===== src/rtl/rob_pkg.sv =====
package rob_pkg;

    typedef enum logic [1:0] {
        K_ALU    = 2'd0,
        K_STORE  = 2'd1,
        K_BRANCH = 2'd2
    } rob_kind_e;

    localparam int RETIRE_LANES = 2;

    function automatic logic kind_writes_reg(rob_kind_e k);
        return k == K_ALU;
    endfunction

    function automatic logic [1:0] lanes_fired(logic [1:0] go);
        return {1'b0, go[0]} + {1'b0, go[1]};
    endfunction

endpackage


===== src/rtl/rob_retire_sel.sv =====
module rob_retire_sel #(
    parameter int DUAL_COMMIT = 1
) (
    input  logic       have0,
    input  logic       done0,
    input  logic       mis0,
    input  logic       have1,
    input  logic       done1,
    input  logic       mis1,
    output logic [1:0] go,
    output logic       squash
);
    logic go0;

    assign go0    = have0 && done0;
    assign squash = go0 && mis0;
    assign go[0]  = go0;

    generate
        if (DUAL_COMMIT != 0) begin : g_dual
            assign go[1] = go0 && !mis0 && have1 && done1 && !mis1;
        end else begin : g_single
            logic unused_ok;
            assign unused_ok = have1 ^ done1 ^ mis1;
            assign go[1] = 1'b0;
        end
    endgenerate
endmodule


===== src/rtl/rob_tag_table.sv =====
module rob_tag_table #(
    parameter int NREGS = 32,
    parameter int TAG_W = 3,
    localparam int REG_W = $clog2(NREGS)
) (
    input  logic               clk,
    input  logic               rst,
    input  logic               set_en,
    input  logic [REG_W-1:0]   set_reg,
    input  logic [TAG_W-1:0]   set_tag,
    input  logic [1:0]         clr_en,
    input  logic [2*REG_W-1:0] clr_reg,
    input  logic [2*TAG_W-1:0] clr_tag,
    input  logic               squash,
    input  logic [REG_W-1:0]   qry_reg,
    output logic               qry_busy,
    output logic [TAG_W-1:0]   qry_tag
);
    logic [NREGS-1:0] busy_q;
    logic [TAG_W-1:0] tag_q [NREGS];

    generate
        for (genvar r = 0; r < NREGS; r++) begin : g_reg
            logic clr_hit;
            always_comb begin
                clr_hit = 1'b0;
                for (int l = 0; l < 2; l++) begin
                    if (clr_en[l] && clr_reg[l*REG_W +: REG_W] == REG_W'(r)
                        && tag_q[r] == clr_tag[l*TAG_W +: TAG_W])
                        clr_hit = 1'b1;
                end
            end

            always_ff @(posedge clk) begin
                if (rst || squash) begin
                    busy_q[r] <= 1'b0;
                    tag_q[r]  <= '0;
                end else if (set_en && set_reg == REG_W'(r)) begin
                    busy_q[r] <= 1'b1;
                    tag_q[r]  <= set_tag;
                end else if (busy_q[r] && clr_hit) begin
                    busy_q[r] <= 1'b0;
                end
            end
        end
    endgenerate

    assign qry_busy = busy_q[qry_reg];
    assign qry_tag  = tag_q[qry_reg];
endmodule


===== src/rtl/rob_core.sv =====
module rob_core
    import rob_pkg::*;
#(
    parameter int DEPTH       = 8,
    parameter int DATA_W      = 32,
    parameter int NREGS       = 32,
    parameter int DUAL_COMMIT = 1,
    localparam int TAG_W = $clog2(DEPTH),
    localparam int REG_W = $clog2(NREGS),
    localparam int CNT_W = TAG_W + 1
) (
    input  logic                  clk,
    input  logic                  rst,
    input  logic                  alloc_valid,
    input  logic [1:0]            alloc_kind,
    input  logic [REG_W-1:0]      alloc_dest,
    output logic                  alloc_ready,
    output logic [TAG_W-1:0]      alloc_tag,
    input  logic                  wb_valid,
    input  logic [TAG_W-1:0]      wb_tag,
    input  logic [DATA_W-1:0]     wb_value,
    input  logic                  wb_mispredict,
    input  logic [REG_W-1:0]      qry_reg,
    output logic                  qry_busy,
    output logic [TAG_W-1:0]      qry_tag,
    output logic [1:0]            cmt_valid,
    output logic [1:0]            cmt_reg_we,
    output logic [1:0]            cmt_store_go,
    output logic [2*TAG_W-1:0]    cmt_tag,
    output logic [2*REG_W-1:0]    cmt_dest,
    output logic [2*DATA_W-1:0]   cmt_value,
    output logic                  flush,
    output logic [DATA_W-1:0]     flush_target
);
    typedef struct packed {
        logic             valid;
        logic             done;
        logic             mispred;
        rob_kind_e        kind;
        logic [REG_W-1:0] dest;
        logic [DATA_W-1:0] value;
    } entry_t;

    entry_t            ent_q [DEPTH];
    logic [TAG_W-1:0]  head_q, tail_q;
    logic [CNT_W-1:0]  cnt_q;
    logic [TAG_W-1:0]  lane_ptr [RETIRE_LANES];
    logic [1:0]        go;
    logic [1:0]        n_ret;
    logic              alloc_fire;

    assign alloc_ready = (cnt_q != CNT_W'(DEPTH)) && !flush;
    assign alloc_fire  = alloc_valid && alloc_ready;
    assign alloc_tag   = tail_q;
    assign n_ret       = lanes_fired(go);

    generate
        for (genvar l = 0; l < RETIRE_LANES; l++) begin : g_lane
            entry_t e;
            assign lane_ptr[l] = head_q + TAG_W'(l);
            assign e = ent_q[lane_ptr[l]];
            assign cmt_valid[l]    = go[l];
            assign cmt_reg_we[l]   = go[l] && kind_writes_reg(e.kind);
            assign cmt_store_go[l] = go[l] && (e.kind == K_STORE);
            assign cmt_tag[l*TAG_W +: TAG_W]     = lane_ptr[l];
            assign cmt_dest[l*REG_W +: REG_W]    = e.dest;
            assign cmt_value[l*DATA_W +: DATA_W] = e.value;
        end
    endgenerate

    rob_retire_sel #(.DUAL_COMMIT(DUAL_COMMIT)) i_sel (
        .have0  (cnt_q != '0),
        .done0  (ent_q[lane_ptr[0]].done),
        .mis0   (ent_q[lane_ptr[0]].mispred),
        .have1  (cnt_q > CNT_W'(1)),
        .done1  (ent_q[lane_ptr[1]].done),
        .mis1   (ent_q[lane_ptr[1]].mispred),
        .go     (go),
        .squash (flush)
    );

    assign flush_target = ent_q[head_q].value;

    rob_tag_table #(.NREGS(NREGS), .TAG_W(TAG_W)) i_tags (
        .clk      (clk),
        .rst      (rst),
        .set_en   (alloc_fire && kind_writes_reg(rob_kind_e'(alloc_kind))),
        .set_reg  (alloc_dest),
        .set_tag  (tail_q),
        .clr_en   (cmt_reg_we),
        .clr_reg  (cmt_dest),
        .clr_tag  (cmt_tag),
        .squash   (flush),
        .qry_reg  (qry_reg),
        .qry_busy (qry_busy),
        .qry_tag  (qry_tag)
    );

    always_ff @(posedge clk) begin
        if (rst) begin
            head_q <= '0;
            tail_q <= '0;
            cnt_q  <= '0;
            for (int i = 0; i < DEPTH; i++) ent_q[i] <= '0;
        end else if (flush) begin
            head_q <= head_q + TAG_W'(1);
            tail_q <= head_q + TAG_W'(1);
            cnt_q  <= '0;
            for (int i = 0; i < DEPTH; i++) begin
                ent_q[i].valid <= 1'b0;
                ent_q[i].done  <= 1'b0;
            end
        end else begin
            head_q <= head_q + TAG_W'(n_ret);
            tail_q <= tail_q + TAG_W'(alloc_fire);
            cnt_q  <= cnt_q + CNT_W'(alloc_fire) - CNT_W'(n_ret);
            for (int l = 0; l < RETIRE_LANES; l++) begin
                if (go[l]) begin
                    ent_q[lane_ptr[l]].valid <= 1'b0;
                    ent_q[lane_ptr[l]].done  <= 1'b0;
                end
            end
            if (wb_valid && ent_q[wb_tag].valid) begin
                ent_q[wb_tag].done    <= 1'b1;
                ent_q[wb_tag].value   <= wb_value;
                ent_q[wb_tag].mispred <= wb_mispredict;
            end
            if (alloc_fire) begin
                ent_q[tail_q].valid   <= 1'b1;
                ent_q[tail_q].done    <= 1'b0;
                ent_q[tail_q].mispred <= 1'b0;
                ent_q[tail_q].kind    <= rob_kind_e'(alloc_kind);
                ent_q[tail_q].dest    <= alloc_dest;
                ent_q[tail_q].value   <= '0;
            end
        end
    end
endmodule


===== config.mk =====
export PLATFORM = sky130hd
export DESIGN_NAME = rob_core
export DESIGN_NICKNAME = d
export VERILOG_FILES = /design/src/rtl/rob_pkg.sv /design/src/rtl/rob_retire_sel.sv /design/src/rtl/rob_tag_table.sv /design/src/rtl/rob_core.sv
export SDC_FILE = /design/constraint.sdc
export NUM_CORES = 1
export LEC_CHECK = 0
export BUFFER_PORTS_ARGS = -buffer_cell sky130_fd_sc_hd__buf_2
export CORE_ASPECT_RATIO = 1.25
export CORE_UTILIZATION = 50
export CTS_CLUSTER_DIAMETER = 120
export DETAILED_ROUTE_END_ITERATION = 8
export PLACE_DENSITY = 0.75
export SLEW_MARGIN = 20
export SYNTH_ARGS = -nofsm -noshare
export SYNTH_HDL_FRONTEND = slang
export SYNTH_HIERARCHICAL = 1
export SYNTH_SLANG_ARGS = --single-unit
export TNS_END_PERCENT = 10

===== constraint.sdc =====
create_clock -name clk -period 3.6 [get_ports clk]
set_input_delay 0.72 -clock clk [delete_from_list [all_inputs] [get_ports clk]]
set_output_delay 0.72 -clock clk [all_outputs]
set_load 0.05 [all_outputs]

==> summary.md <==
| Metric | Value |
|---|---|
| Yosys warns | 6 |
| XOR/XNOR share of the synthesized area | under 10% |
| Total half-perimeter wirelength after legalization and detailed placement | 64100 µm |
| Die Wd | 215 µm |
| Root Driver | sky130_fd_sc_hd__clkbuf_16 |
| Port bufs | 178 |
| Setup Crit Path Kind | flop to output port |
| Synthesized area | 0.0283 mm² |
| Initial cell density of the core | 50.5% |
| Clock buffer count from CTS | 50 |
| FP Rows | 97 |
| Critical Path Fanout Max | 20 |
| RSZ-0062 raised after global routing | true |
| Max-slew headroom | 47.1% |
| Slowest cell on the critical path | sky130_fd_sc_hd__mux4_2 |
| Post-place instance area | 0.0295 mm² |
| Post-synthesis share of cell area spent on full adders, half adders and majority gates | less than 1% |
| Worst vdd rail ir drop | 0.373 mV |
| Remaining antenna violation count after routing | 0 |
| Number of remaining DRC errors | 0 |
| Core footprint | 0.0559 mm² |
| Flop and latch count out of synthesis | approximately 470 |
| Worst path cell trace | ha_4, xnor2_4, buf_4, buf_6, mux4_2, mux2_2, buf_2 |
| Failing checks | setup timing |
| Crit path time final | ~3.6 ns |
| Required time reported for the critical path endpoint | approximately 2.9 ns |
| Period utilization | 101% |
| Number of cells on the worst hold path | 3 |
| Delay of the slowest cell on the worst path | 0.56 ns |
| Setup slack of the most critical reg-to-reg path | about 0.15 ns |
| Max Buffers Root-to-Sink | 3 |
| Critical Path AT | between 2 and 3 ns |
| Via count of the first global-routing pass | 24400 |
| Number of cells traversed by the worst register-to-register path | 13 |
| Final estimated routing congestion in global placement | 0.999 |
| Share of synthesized flip-flops with an asynchronous set or reset | 0% |
| Synth unique cells | 66 |
| Clock tree from TritonCTS | done |
| Count of pins on the block boundary | 179 |
| P_leak | between 10 and 15 nW |
| Main synth FF type | sky130_fd_sc_hd__dfxtp_1 |
| Reg2Reg Launch Point | head_q[1]$_SDFF_PP0_ |
| Final max-slew violation count | 0 |
| Wire length of the first global-routing pass | 151000 µm |
| Average detailed-routed wire length per instance | about 28 µm |
| Ratio of total power to cell area | between 400 and 500 mW/mm² |
| Ratio of routed vias to standard cells | about 6.7 |
| End point of the worst hold path | ent_q[6][13]$_SDFFE_PP0P_ |
| Slew at the pin with the worst max-slew slack | 0.793 ns |
| Hold Crit Class | input port to flop |
| Die Y | 268 µm |
| Fraction of final layout cells with drive strength greater than 1 | 23.9% |
| Part of the Yosys area used for sequential elements | 38.9% |
| Final wirelength | 102000 µm |
| Detailed Routing Iterations Pass 1 | 6 |
| Main combinational cell family by area after synthesis | simple AND/OR/NAND/NOR gates |
| Status | finished with violations |
| Global routing usage summed across all routing layers | 34.7% |
| Final Instance Area | around 0.032 mm² |
| Synth-to-Final Area Change | 12.0% |
| Worst-case clock skew | around 0.037 ns |
| Number of antenna violations at the first check in global routing | 7 |
| Maxcap violations | 0 |
| Compound-Gate Fraction of Synth Area | 10.6% |
| Floorplan die area | 0.0575 mm² |
| Clock Sink Count | 474 |
| Aggregate global routing overflow | 0 |
| Startpoint types | flop |
| # H-tree levels | 2 |
| Number of instances in the synthesized netlist | 2898 |
| Overall power consumption | 13.2 mW |
| Clk pin slew, worst setup/hold paths | about 0.07 ns |
| Simple-gate share of the synthesized area | 21.4% |
| Layout fillers | approximately 4700 |
| Multiplexer area fraction after synthesis | between 10 and 15% |
| Number of hold-slack violations in the final timing report | 0 |
| Routed vias | 24600 |
| Max frequency | 0.274 GHz |
| Clock latency of the later-clocked register in the worst-skew pair | 0.62 ns |
| Number of enable-type register cells in the synthesized netlist | 152 |
| Mean Syn Cell Area | ~9.8 µm² |
| Number of DRC markers after the initial detailed-route iteration | 2852 |
| Largest net degree at the start of global routing | about 120 |
| Final Net Count | 2956 |
| Worst reg2reg path endpoint | cnt_q[2]$_SDFF_PP0_ |
| Final Worst Setup Slack | -0.0454 ns |
| Final number of setup-violating endpoints | 5 |
| Syn Nets | slightly below 3000 |
| Hold path start | wb_value[13] |
| Crit end category | output port |
==> cells in the final DEF (no fill, tap or decap), drive strengths merged, types with 63 or more instances in the layout <==
master / instances
nand3b: 264
mux4: 140
dfxtp: 322
and2: 158
nor2: 92
a21oi: 287
clkbuf: 63
xor2: 134
edfxtp: 152
xnor2: 63
mux2: 73
buf: 327
nand2: 376
==> sequential cells by signal, summed over array words and instances, names as in the netlist <==
name / count
head_q: 3
alloc_tag: 3
cnt_q: 4
i_tags/tag_q: 96
i_tags/busy_q: 32
ent_q: 336
==> timing repair <==
action	4_1_cts	5_1_grt
hold buffers	0	0
pin swaps	2	3
endpoints found under the setup margin	79	77
gates resized for setup	34	31
buffers inserted	12	9
cloned	2	0
==> Yosys cell counts, types with 15 or more instances <==
master | n | area, µm²
sky130_fd_sc_hd__nor2_1 | 91 | 342
sky130_fd_sc_hd__buf_2 | 70 | 350
sky130_fd_sc_hd__dfxtp_1 | 322 | 6450
sky130_fd_sc_hd__o22ai_1 | 16 | 100
sky130_fd_sc_hd__mux4_2 | 140 | 3150
sky130_fd_sc_hd__a41o_1 | 27 | 270
sky130_fd_sc_hd__xor2_1 | 134 | 1170
sky130_fd_sc_hd__mux2i_1 | 15 | 150
sky130_fd_sc_hd__clkbuf_1 | 149 | 559
sky130_fd_sc_hd__and2_1 | 157 | 982
sky130_fd_sc_hd__buf_4 | 144 | 1080
sky130_fd_sc_hd__nand3_1 | 36 | 180
sky130_fd_sc_hd__nor4_1 | 20 | 125
sky130_fd_sc_hd__nand4_1 | 36 | 225
sky130_fd_sc_hd__nand3b_1 | 264 | 1980
sky130_fd_sc_hd__a221oi_1 | 39 | 342
sky130_fd_sc_hd__mux2_2 | 73 | 822
sky130_fd_sc_hd__xnor2_1 | 62 | 543
sky130_fd_sc_hd__buf_1 | 23 | 86.3
sky130_fd_sc_hd__edfxtp_1 | 152 | 4560
sky130_fd_sc_hd__nand2_1 | 376 | 1410
sky130_fd_sc_hd__o21ai_0 | 55 | 275
sky130_fd_sc_hd__a22oi_1 | 32 | 240
sky130_fd_sc_hd__nor3_1 | 16 | 80.1
sky130_fd_sc_hd__a21oi_1 | 287 | 1440
==> layer usage <==
metal  vias to the layer above  GRT usage [%]  wire [µm]
met5                         -              0         13
met4                         2           26.5       8540
li1                      10300              -          -
met1                     11900           39.2      34100
met2                      1756           58.3      48400
met3                       517           6.85      10800
==> worst max-delay path by stage <==
stage / start / endpoint / slack [ns] / depth (start not counted)
after floorplan: head_q[1]$_SDFF_PP0_ / i_tags/busy_q[27]$_SDFFE_PP0P_ / -0.38 / 15
after global placement: head_q[0]$_SDFF_PP0_ / i_tags/busy_q[7]$_SDFFE_PP0P_ / 0.14 / 13
after detailed placement: head_q[0]$_SDFF_PP0_ / i_tags/busy_q[7]$_SDFFE_PP0P_ / 0.06 / 13
after CTS: head_q[1]$_SDFF_PP0_ / cmt_store_go[1] / -0.04 / 8
after global routing: head_q[0]$_SDFF_PP0_ / cmt_store_go[1] / -0.1 / 9
final: head_q[1]$_SDFF_PP0_ / cmt_value[61] / -0.05 / 7
==> kinds of logic (layout without fill, tap and decap cells) <==
| group | after synthesis | in the layout |
|---|---|---|
| other cells | 0 | 11 |
| flops | 474 | 474 |
| xor+xnor | 197 | 197 |
| mux | 228 | 228 |
| buf+inv | 401 | 433 |
| simple gates | 1088 | 1088 |
| fa+ha+maj | 15 | 15 |
| compound gates | 495 | 495 |
==> cell type report <==
| class | instances | area [µm²] | share of cell area, % |
|---|---|---|---|
| well taps | 742 | 928 | 2.93 |
| diodes | 11 | 27.5 | 0.0869 |
| repair buffers | 330 | 2520 | 7.96 |
| clock inverters | 31 | 369 | 1.17 |
| multi-input cells | 2023 | 15400 | 48.6 |
| clock buffers | 62 | 1360 | 4.28 |
| inverters | 10 | 51.3 | 0.162 |
| flip-flops and latches | 474 | 11000 | 34.8 |
==> power by group <==
part           internal, mW  leakage, nW  total [mW]  switching (mW)
clock network          3.13        0.826        5.47            2.34
logic                 0.673         6.80        1.91            1.24
registers              5.64         4.17        5.79           0.146
total                  9.45         11.8        13.2            3.72
==> critical path, delay by kind of cell (launching register included) <==
family | cells | cell delay, ns
muxes | 2 | 0.84
buffers and inverters | 3 | 0.65
DFF | 1 | 0.41
adders and majority gates | 1 | 0.20
xor gates and xnor gates | 1 | 0.20
==> per-stage QoR <==
| stage | setup slack [ns] | TNS [ns] | std cells | hold WS (ns) | utilization [%] |
|---|---|---|---|---|---|
| 3_3_place_gp | 0.135 | 0 | 3556 | 0.469 | 52.7 |
| 6_report | -0.0454 | -0.133 | 3683 | 0.416 | 56.6 |
| 2_1_floorplan | -0.379 | -21.62 | 2898 | 0.440 | - |
| 3_5_place_dp | 0.0583 | 0 | 3556 | 0.480 | 52.7 |
| 5_1_grt | -0.0950 | -0.537 | 3675 | 0.417 | 56.6 |
| 4_1_cts | -0.0436 | -0.131 | 3663 | 0.399 | 56.2 |
No activity file was read; power rests on OpenSTA's default activity.
